`src/rtl/vrt_pkg.sv`:
```
package vrt_pkg;

  typedef enum logic [1:0] {
    K_READ   = 2'd0,
    K_WRITE  = 2'd1,
    K_ATOMIC = 2'd2,
    K_RSVD   = 2'd3
  } vkind_e;

  // Force a requested line count into the legal 1..maxl range.
  function automatic int clamp_lines(input int n, input int maxl);
    if (n < 1) return 1;
    if (n > maxl) return maxl;
    return n;
  endfunction

  // True when beat number idx (zero based) completes a gather of need beats.
  function automatic logic is_last_beat(input int idx, input int need);
    return (idx + 1) == need;
  endfunction

endpackage

```
`src/rtl/vrt_fifo.sv`:
```
module vrt_fifo #(
  parameter int W     = 8,
  parameter int DEPTH = 8
) (
  input  logic         clk,
  input  logic         rst_n,
  input  logic         push,
  input  logic [W-1:0] din,
  input  logic         pop,
  output logic [W-1:0] dout,
  output logic         full,
  output logic         empty
);
  localparam int PTR_W = (DEPTH > 1) ? $clog2(DEPTH) : 1;
  localparam int CNT_W = $clog2(DEPTH + 1);

  logic [W-1:0]     mem [DEPTH];
  logic [PTR_W-1:0] wp, rp;
  logic [CNT_W-1:0] cnt;

  function automatic logic [PTR_W-1:0] nxt(input logic [PTR_W-1:0] p);
    return (p == PTR_W'(DEPTH - 1)) ? '0 : p + 1'b1;
  endfunction

  assign full  = (cnt == CNT_W'(DEPTH));
  assign empty = (cnt == '0);
  assign dout  = mem[rp];

  always_ff @(posedge clk) begin
    if (push) mem[wp] <= din;
  end

  always_ff @(posedge clk) begin
    if (!rst_n) begin
      wp  <= '0;
      rp  <= '0;
      cnt <= '0;
    end else begin
      if (push) wp <= nxt(wp);
      if (pop)  rp <= nxt(rp);
      case ({push, pop})
        2'b10:   cnt <= cnt + 1'b1;
        2'b01:   cnt <= cnt - 1'b1;
        default: cnt <= cnt;
      endcase
    end
  end
endmodule

```
`src/rtl/vrt_gather.sv`:
```
module vrt_gather #(
  parameter int DATA_W    = 16,
  parameter int MAX_LINES = 4,
  parameter int LCNT_W    = 3
) (
  input  logic                        clk,
  input  logic                        rst_n,
  input  logic                        beat_en,
  input  logic [DATA_W-1:0]           beat_data,
  input  logic [LCNT_W-1:0]           need,
  output logic                        beat_last,
  output logic [MAX_LINES*DATA_W-1:0] assembled
);
  logic [LCNT_W-1:0] beat_idx;
  logic [DATA_W-1:0] slot_q [MAX_LINES];

  assign beat_last = beat_en && vrt_pkg::is_last_beat(int'(beat_idx), int'(need));

  always_ff @(posedge clk) begin
    if (!rst_n)        beat_idx <= '0;
    else if (beat_last) beat_idx <= '0;
    else if (beat_en)   beat_idx <= beat_idx + 1'b1;
  end

  // One slot per line: earlier beats come from storage, the current beat
  // passes straight through, later slots read zero.
  for (genvar g = 0; g < MAX_LINES; g++) begin : g_slot
    always_ff @(posedge clk) begin
      if (!rst_n)
        slot_q[g] <= '0;
      else if (beat_en && !beat_last && beat_idx == LCNT_W'(g))
        slot_q[g] <= beat_data;
    end
    assign assembled[g*DATA_W +: DATA_W] =
      (beat_en && beat_idx == LCNT_W'(g)) ? beat_data :
      (LCNT_W'(g) < beat_idx)             ? slot_q[g] : '0;
  end
endmodule

```
`src/rtl/vrt_evt_counters.sv`:
```
module vrt_evt_counters #(
  parameter int N     = 4,
  parameter int CNT_W = 16
) (
  input  logic                    clk,
  input  logic                    rst_n,
  input  logic [N-1:0]            inc,
  output logic [N-1:0][CNT_W-1:0] cnt
);
  for (genvar i = 0; i < N; i++) begin : g_cnt
    always_ff @(posedge clk) begin
      if (!rst_n)      cnt[i] <= '0;
      else if (inc[i]) cnt[i] <= cnt[i] + 1'b1;
    end
  end
endmodule

```
`src/rtl/vmem_return_router.sv`:
```
module vmem_return_router #(
  parameter int DEPTH     = 8,
  parameter int NUM_SIMD  = 4,
  parameter int DATA_W    = 16,
  parameter int MAX_LINES = 4,
  parameter int CNT_W     = 16,
  localparam int SIMD_W   = (NUM_SIMD > 1) ? $clog2(NUM_SIMD) : 1,
  localparam int LCNT_W   = $clog2(MAX_LINES + 1),
  localparam int RES_W    = MAX_LINES * DATA_W
) (
  input  logic                clk,
  input  logic                rst_n,
  input  logic                cmd_valid,
  output logic                cmd_ready,
  input  logic [SIMD_W-1:0]   cmd_simd,
  input  logic [1:0]          cmd_kind,
  input  logic [LCNT_W-1:0]   cmd_lines,
  input  logic                cmd_coal,
  input  logic                line_valid,
  input  logic [DATA_W-1:0]   line_data,
  input  logic                wr_ack,
  output logic                res_valid,
  output logic [NUM_SIMD-1:0] res_sel,
  output logic [1:0]          res_kind,
  output logic                res_coal,
  output logic [RES_W-1:0]    res_data,
  output logic                err_flag,
  output logic [CNT_W-1:0]    cnt_busy,
  output logic [CNT_W-1:0]    cnt_wait,
  output logic [CNT_W-1:0]    cnt_fstall,
  output logic [CNT_W-1:0]    cnt_rd,
  output logic [CNT_W-1:0]    cnt_wr,
  output logic [CNT_W-1:0]    cnt_atom,
  output logic [CNT_W-1:0]    cnt_coal
);
  import vrt_pkg::*;

  typedef struct packed {
    logic [SIMD_W-1:0] simd;
    logic [1:0]        kind;
    logic [LCNT_W-1:0] lines;
    logic              coal;
  } rec_t;

  localparam int REC_W = $bits(rec_t);
  localparam int NCNT  = 7;

  rec_t             rec_in, head;
  logic [REC_W-1:0] head_raw;
  logic             fifo_full, fifo_empty, head_is_wr;

  // Named internal events, shared with the bound checker.
  logic evt_push, evt_pop, evt_line, evt_last, evt_wack, evt_err;
  logic [RES_W-1:0] gathered;

  assign rec_in.simd  = cmd_simd;
  assign rec_in.kind  = cmd_kind;
  assign rec_in.lines = LCNT_W'(clamp_lines(int'(cmd_lines), MAX_LINES));
  assign rec_in.coal  = cmd_coal;

  vrt_fifo #(.W(REC_W), .DEPTH(DEPTH)) u_queue (
    .clk(clk), .rst_n(rst_n),
    .push(evt_push), .din(rec_in),
    .pop(evt_pop), .dout(head_raw),
    .full(fifo_full), .empty(fifo_empty)
  );

  assign head       = rec_t'(head_raw);
  assign head_is_wr = (head.kind == K_WRITE);
  assign cmd_ready  = !fifo_full;

  assign evt_push = cmd_valid && !fifo_full;
  assign evt_line = line_valid && !fifo_empty && !head_is_wr;
  assign evt_err  = line_valid && (fifo_empty || head_is_wr);
  assign evt_wack = wr_ack && !fifo_empty && head_is_wr;
  assign evt_pop  = evt_last || evt_wack;

  vrt_gather #(.DATA_W(DATA_W), .MAX_LINES(MAX_LINES), .LCNT_W(LCNT_W)) u_gather (
    .clk(clk), .rst_n(rst_n),
    .beat_en(evt_line), .beat_data(line_data), .need(head.lines),
    .beat_last(evt_last), .assembled(gathered)
  );

  // Result register: one pulse per completed read or atomic.
  always_ff @(posedge clk) begin
    if (!rst_n) begin
      res_valid <= 1'b0;
      res_sel   <= '0;
      res_kind  <= '0;
      res_coal  <= 1'b0;
      res_data  <= '0;
    end else begin
      res_valid <= evt_last;
      res_sel   <= evt_last ? (NUM_SIMD'(1) << head.simd) : '0;
      if (evt_last) begin
        res_kind <= head.kind;
        res_coal <= head.coal;
        res_data <= gathered;
      end
    end
  end

  always_ff @(posedge clk) begin
    if (!rst_n)       err_flag <= 1'b0;
    else if (evt_err) err_flag <= 1'b1;
  end

  logic [NCNT-1:0]            cnt_inc;
  logic [NCNT-1:0][CNT_W-1:0] cnt_all;

  assign cnt_inc[0] = !fifo_empty;
  assign cnt_inc[1] = !fifo_empty && !head_is_wr && !line_valid;
  assign cnt_inc[2] = cmd_valid && fifo_full;
  assign cnt_inc[3] = evt_push && (cmd_kind == K_READ);
  assign cnt_inc[4] = evt_push && (cmd_kind == K_WRITE);
  assign cnt_inc[5] = evt_push && (cmd_kind == K_ATOMIC);
  assign cnt_inc[6] = evt_push && cmd_coal;

  vrt_evt_counters #(.N(NCNT), .CNT_W(CNT_W)) u_cnt (
    .clk(clk), .rst_n(rst_n), .inc(cnt_inc), .cnt(cnt_all)
  );

  assign cnt_busy   = cnt_all[0];
  assign cnt_wait   = cnt_all[1];
  assign cnt_fstall = cnt_all[2];
  assign cnt_rd     = cnt_all[3];
  assign cnt_wr     = cnt_all[4];
  assign cnt_atom   = cnt_all[5];
  assign cnt_coal   = cnt_all[6];
endmodule

```
`config.mk`:
```
export PLATFORM = sky130hd
export DESIGN_NAME = vmem_return_router
export DESIGN_NICKNAME = d
export VERILOG_FILES = /design/src/rtl/vrt_pkg.sv /design/src/rtl/vrt_fifo.sv /design/src/rtl/vrt_gather.sv /design/src/rtl/vrt_evt_counters.sv /design/src/rtl/vmem_return_router.sv
export SDC_FILE = /design/constraint.sdc
export NUM_CORES = 1
export LEC_CHECK = 0
export BUFFER_PORTS_ARGS = -buffer_cell sky130_fd_sc_hd__buf_2
export CORE_ASPECT_RATIO = 0.9
export CORE_MARGIN = 8
export CORE_UTILIZATION = 55
export DETAILED_ROUTE_END_ITERATION = 8
export PLACE_DENSITY = 0.88
export SETUP_SLACK_MARGIN = 0.02
export SYNTH_ARGS = -nofsm -noshare
export SYNTH_HDL_FRONTEND = slang
export SYNTH_SLANG_ARGS = --single-unit
```
`constraint.sdc`:
```
create_clock -name clk -period 6.9 [get_ports clk]
set_input_delay 1.035 -clock clk [delete_from_list [all_inputs] [get_ports clk]]
set_output_delay 1.035 -clock clk [all_outputs]
set_load 0.005 [all_outputs]
```
Word level (Yosys, flattened, before mapping)

Memories as Yosys holds them, arrays and structs flattened. A register that Yosys moved wholly into a read port is not among the register bits.
Index checks and enable logic that the tools add are counted.

Logic and storage cells: 131
Output and inout port bits: 186
Memory bits (read-only): 0
Latch bits: 0
Bits of input ports: 29
Flip-flop bits (word level): 198
Memories: 2
Memory bits (writable): 128

Memories:

| name            | words | width | read ports | clocked after memory_dff | wr ports | line             | RTL |
|---|---|---|---|---|---|---|---|
| u_gather.slot_q | 4     | 16    | 4          | 0                        | 4        | vrt_gather.sv:15 | `logic [DATA_W-1:0] slot_q [MAX_LINES];` |
| u_queue.mem     | 8     | 8     | 1          | 1                        | 1        | vrt_fifo.sv:17   | `logic [W-1:0] mem [DEPTH];` |

Eq/ne operators: 12
$add $sub $neg: 13
Div/mod/pow operators: 0
Magnitude comparators: 6
Bitwise operators: 5
Reduce and logical (&&, ||, !) cells: 36
Muxes and demuxes: 39
Multipliers: 0
Shifts and indexed selects: 1

Operators by type and width:

| cell                                                                         | number |
|---|---|
| 16-bit two-way mux                                                           | 12 |
| 16-bit by 1-bit adder with 16-bit output (second input constant)             | 7 |
| 32-bit by 4-bit == test with 1-bit output                                    | 1 |
| 1-bit logical AND                                                            | 23 |
| 3-bit two-way mux                                                            | 7 |
| 1-bit two-way mux                                                            | 19 |
| 3-bit by 1-bit adder with 3-bit output (second input constant)               | 3 |
| 4-bit one-hot mux with 2 select lines                                        | 1 |
| 2-bit by 1-bit == test with 1-bit output (second input constant)             | 3 |
| 3-bit by 2-bit == test with 1-bit output (second input constant)             | 2 |
| 3-bit == test (second input constant)                                        | 2 |
| 1-bit by 3-bit less-than comparator with 1-bit output (first input constant) | 2 |
| 2-bit by 3-bit less-than comparator with 1-bit output (first input constant) | 2 |
| 1-bit zero test                                                              | 5 |
| 3-bit by 1-bit adder with 4-bit output (second input constant)               | 1 |
| 4-bit by 1-bit adder with 4-bit output (second input constant)               | 1 |
| 2-bit == test (second input constant)                                        | 2 |
| 4-bit == test (second input constant)                                        | 1 |
| 4-bit zero test                                                              | 1 |
| 1-bit bitwise OR                                                             | 4 |
| 1-bit by 2-bit << shifter with 4-bit output (first input constant)           | 1 |
| 4-bit by 1-bit subtractor with 4-bit output (second input constant)          | 1 |
| 3-bit by 1-bit == test with 1-bit output (second input constant)             | 1 |
| 3-bit greater-than comparator (second input constant)                        | 1 |
| 8 further kinds                                                              | 9 |

Logic depth before layout (Yosys ltp)

Depth after elaboration: 12
Mapped depth: 16

By module

Synthesis repeated with hierarchy kept, for this count alone.

Cells, all modules: 1,254
Area total of the unflattened synthesis: 14,183.6 µm²

Modules (own cells, without submodules):

| module             | cells an instance | sequential area each (µm²) | times used | area an instance (µm²) |
|---|---|---|---|---|
| vrt_evt_counters   | 561               | 2,242.2                    | 1          | 4,901.0 |
| vrt_gather         | 278               | 1,981.9                    | 1          | 3,256.9 |
| vrt_fifo           | 166               | 2,182.1                    | 1          | 3,149.3 |
| vmem_return_router | 249               | 1,461.4                    | 1          | 2,876.5 |

Least setup slack after synthesis

No wires, ideal clock.

Path kind: reg-to-reg
Start point: register with a tool-made name
End point: memory u_gather.slot_q[2][0], in the netlist u_gather.slot_q[1][0] (enable)
Library setup time: 0.411 ns
Cell stages (with the launch flop): 11
Data required time: 6.489 ns
Data arrival time: 3.114 ns
Buffers on the path: 5
Slack: 3.375 ns
Cells stage by stage: dfxtp_1 > buf_2 > buf_4 > mux2i_1 > mux4_2 > xnor2_1 > nor4_2 > buf_2 > buf_2 > buf_2 > o21ai_0

RTL lines:

| item      | line |
|---|---|
| to (decl) | vrt_gather.sv:15 |

==> summary.md <==
| Metric | Value |
|---|---|
| Number of synthesized register bits | 329 |
| Final period demand of the worst path | 4.27 ns |
| CTS Buf Count | 35 |
| CP endpoint kind | flop |
| Outcome | completed |
| Setup Fix Bufs, Post-CTS | 0 |
| Drt pass-1 iters | 6 |
| Ratio of final minimum period to clock period | 0.618 |
| Main flop type after synthesis | dfxtp_1 |
| Worst VDD drop | 197 uV |
| # fillers | 1902 |
| Dpl ws | 2.73 ns |
| Worst Skew | 0.0216 ns |
| Slowest cell delay on critical path | 0.93 ns |
| Max-Cap Viols | 0 |
| Bufs on Longest Clock Path | 3 |
| Sum Neg Setup Slack | 0 ns |
| Arr. time, crit path | 4.60 ns |
| Area leader, netlist | dfxtp_1 |
| Busiest grt layer | met2 |
| FP Rows | 55 |
| Syn Inst Count | 1349 |
| Worst Path Required | 7.23 ns |
| Met1 Use GR | 0.299 |
| Detailed-route via count | 11400 |
| Via/cell ratio | 6.01 |
| WL final | 37100 um |
| IO buf count | 214 |
| Initial Utilization | 0.561 |
| I/O Pins | 215 |
| Critical path class | flop to flop |
| CTS Hold Bufs | 0 |
| FFs w/ async S/R, synth | 0 |
| Vias in the first global route | 11000 |
| DRC errors left | 0 |
| Total gr overflow | 0 |
| Crit path top cell by count | buf_4 |
| RSZ-0062 raised after global routing | no |
| Top cells by area, synth | dfxtp_1 28%, edfxtp_1 27%, xor2_1 3.6% |
| Crit path launch type | flop |
| Worst Hold Class | flop to flop |
| Reg clk slew, reported paths | 0.06 ns |
| Delay-heaviest family, CP | buffers and inverters |
| Final Max Tran Viols | 0 |
| Seq/Total Area, Yosys | 0.557 |
| Final worst setup slack | 2.63 ns |
| Clk root buf | clkbuf_16 |
| Yosys warns | 0 |
| Largest net degree at the start of global routing | 116 |
| Hold Fails Final Rpt | 0 |
| EDFF count, synth | 128 |
| Power density over the cells | 274 mW/mm^2 |
| Routability cong. | 0.848 |
| Nets | 1575 |
| Top-count cell post-synth | dfxtp_1 |
| GRT Total Usage | 0.230 |
| Area of the multi-input gates | 0.00575 mm^2 |
| Number of diodes | 0 |
| Crit-path slowest cell | dfxtp_1 |
| Antenna Nets Post-Route | 0 |
| Netlist Area Pre-Place | 0.0141 mm^2 |
| First-pass GRT wire length | 58400 um |
| Worst Tran Pin Value | 1.13 ns |
| Leak pwr | 6.25 nW |
| Max-slew headroom | 0.242 |
| Initial antenna violation count | 1 |
| Syn-to-layout area delta | 16.6% |
| HPWL Detailed | 24800 um |
| CP bufs+invs | 2 |
| Core area | 0.0252 mm^2 |
| Die width | 185 um |
| Clk sinks | 329 |
| Cell chain of the critical path | nor3b_1 > a31o_1 > mux4_2 > nor2_4 > buf_4 > and2_2 > buf_4 > a211oi_1 |
| GR met2 Demand/Resource | 0.367 |
| Wirelength per Cell | 19.5 um |
| Maximum fanout along the worst path | 73 |
| Share of the synthesized area in the top cell type | 0.285 |
| TritonCTS clock tree | built |
| Layout cell share with drive strength beyond 1 | 0.213 |
| Distinct cells, synth | 52 |
| H-tree levels | 2 |
| Skew-Pair Late Insertion Delay | 0.51 ns |
| Post-CTS sizing | 0 |
| F_max | 234 MHz |
| GRT met3 Usage | 0.0628 |
| Net Count, Synth | 1395 |
| Area of the die | 0.0311 mm^2 |
| Mapped Avg Cell Area | 10.5 um^2 |
| Drt initial violations | 1079 |
| FF+latch area | 0.00787 mm^2 |
| Die Y-Extent | 168 um |
| Final Setup Violations | 0 |
| Commonest cells post-synth | 201 x dfxtp_1, 129 x nor2_1, 128 x edfxtp_1 |
[per-stage QoR]
step	hold slack [ns]	power, mW	cell area, um^2	cells	utilization
finish	0.487	4.52	16500	1897	0.655
global placement	0.467	2.76	15400	1834	0.612
detailed placement	0.489	2.78	15400	1834	0.612
CTS	0.501	4.52	16500	1897	0.655
global route	0.532	4.66	16500	1897	0.655
floorplan	0.458	2.59	14100	1349	-
[registers in the layout, indices dropped and copies added (netlist names), named ones only]
register           cells
u_gather.beat_idx      3
u_gather.slot_q       64
u_queue.wp             3
u_queue.mem           64
u_cnt.cnt            112
u_queue.cnt            4
err_flag               1
res_kind               2
res_coal               1
res_data              64
res_sel                4
res_valid              1
u_queue.rp             3
[power by group]
| part | internal, mW | switching (mW) |
|---|---|---|
| Sequential | 2.11 | 0.0628 |
| Clock | 1.01 | 0.756 |
| Combinational | 0.193 | 0.385 |
| Total | 3.31 | 1.20 |
[cell usage in the layout (no fill, tap or decap), types with 15 or more instances in the layout]
cell / n
ha_1: 17
a22oi_1: 16
nand4_1: 24
xor2_1: 58
buf_2: 214
clkbuf_16: 36
or3_1: 29
nand3_1: 83
xnor2_1: 27
and2_1: 21
inv_1: 35
a2bb2oi_1: 16
a311oi_1: 18
dfxtp_1: 201
a21oi_1: 95
nor3_1: 20
o221a_2: 16
nand2_1: 101
nor2_1: 128
mux4_2: 15
o21ai_0: 25
edfxtp_1: 128
a211oi_1: 33
nor4_1: 53
buf_4: 20
mux2i_1: 27
[final timing paths]
path            start           end  slack [ns]  cells past startpoint
max              flop  res_data[53]        2.63                      8
min          err_flag      err_flag        0.49                      2
max reg2reg      flop  res_data[53]        2.63                      8
min reg2reg  err_flag      err_flag        0.49                      2
[cell families after synthesis]
logic type               share of synthesized area
XOR/XNOR                                    0.0527
adder cells (fa/ha/maj)                     0.0150
AND/OR/NAND/NOR                              0.184
buffers and inverters                       0.0383
AO/OA/AOI/OAI                                0.110
multiplexers                                0.0438
flip-flops                                   0.557
[metal layers]
layer / vias to the layer above / part of all wire
li1: 5295 / -
met1: 5454 / 0.41
met2: 558 / 0.46
met3: 86 / 0.10
met4: 2 / 0.029
met5: - / 0.00032
[worst reg2reg max path: stages (launching register included)]
cell and delay [ns]:
dfxtp_1 0.93, nor3b_1 0.19, a31o_1 0.27, mux4_2 0.61, nor2_4 0.13, buf_4 0.61, and2_2 0.70, buf_4 0.48
a211oi_1 0.17
[cell type report]
cell class,instances,share of cell area
Multi-Input combinational cell,893,0.349
Inverter,36,0.00850
Clock buffer,50,0.0600
Clock inverter,13,0.00562
Sequential cell,329,0.477
Tap cell,342,0.0260
Timing Repair Buffer,234,0.0741
(Power assumes the default switching activity.)
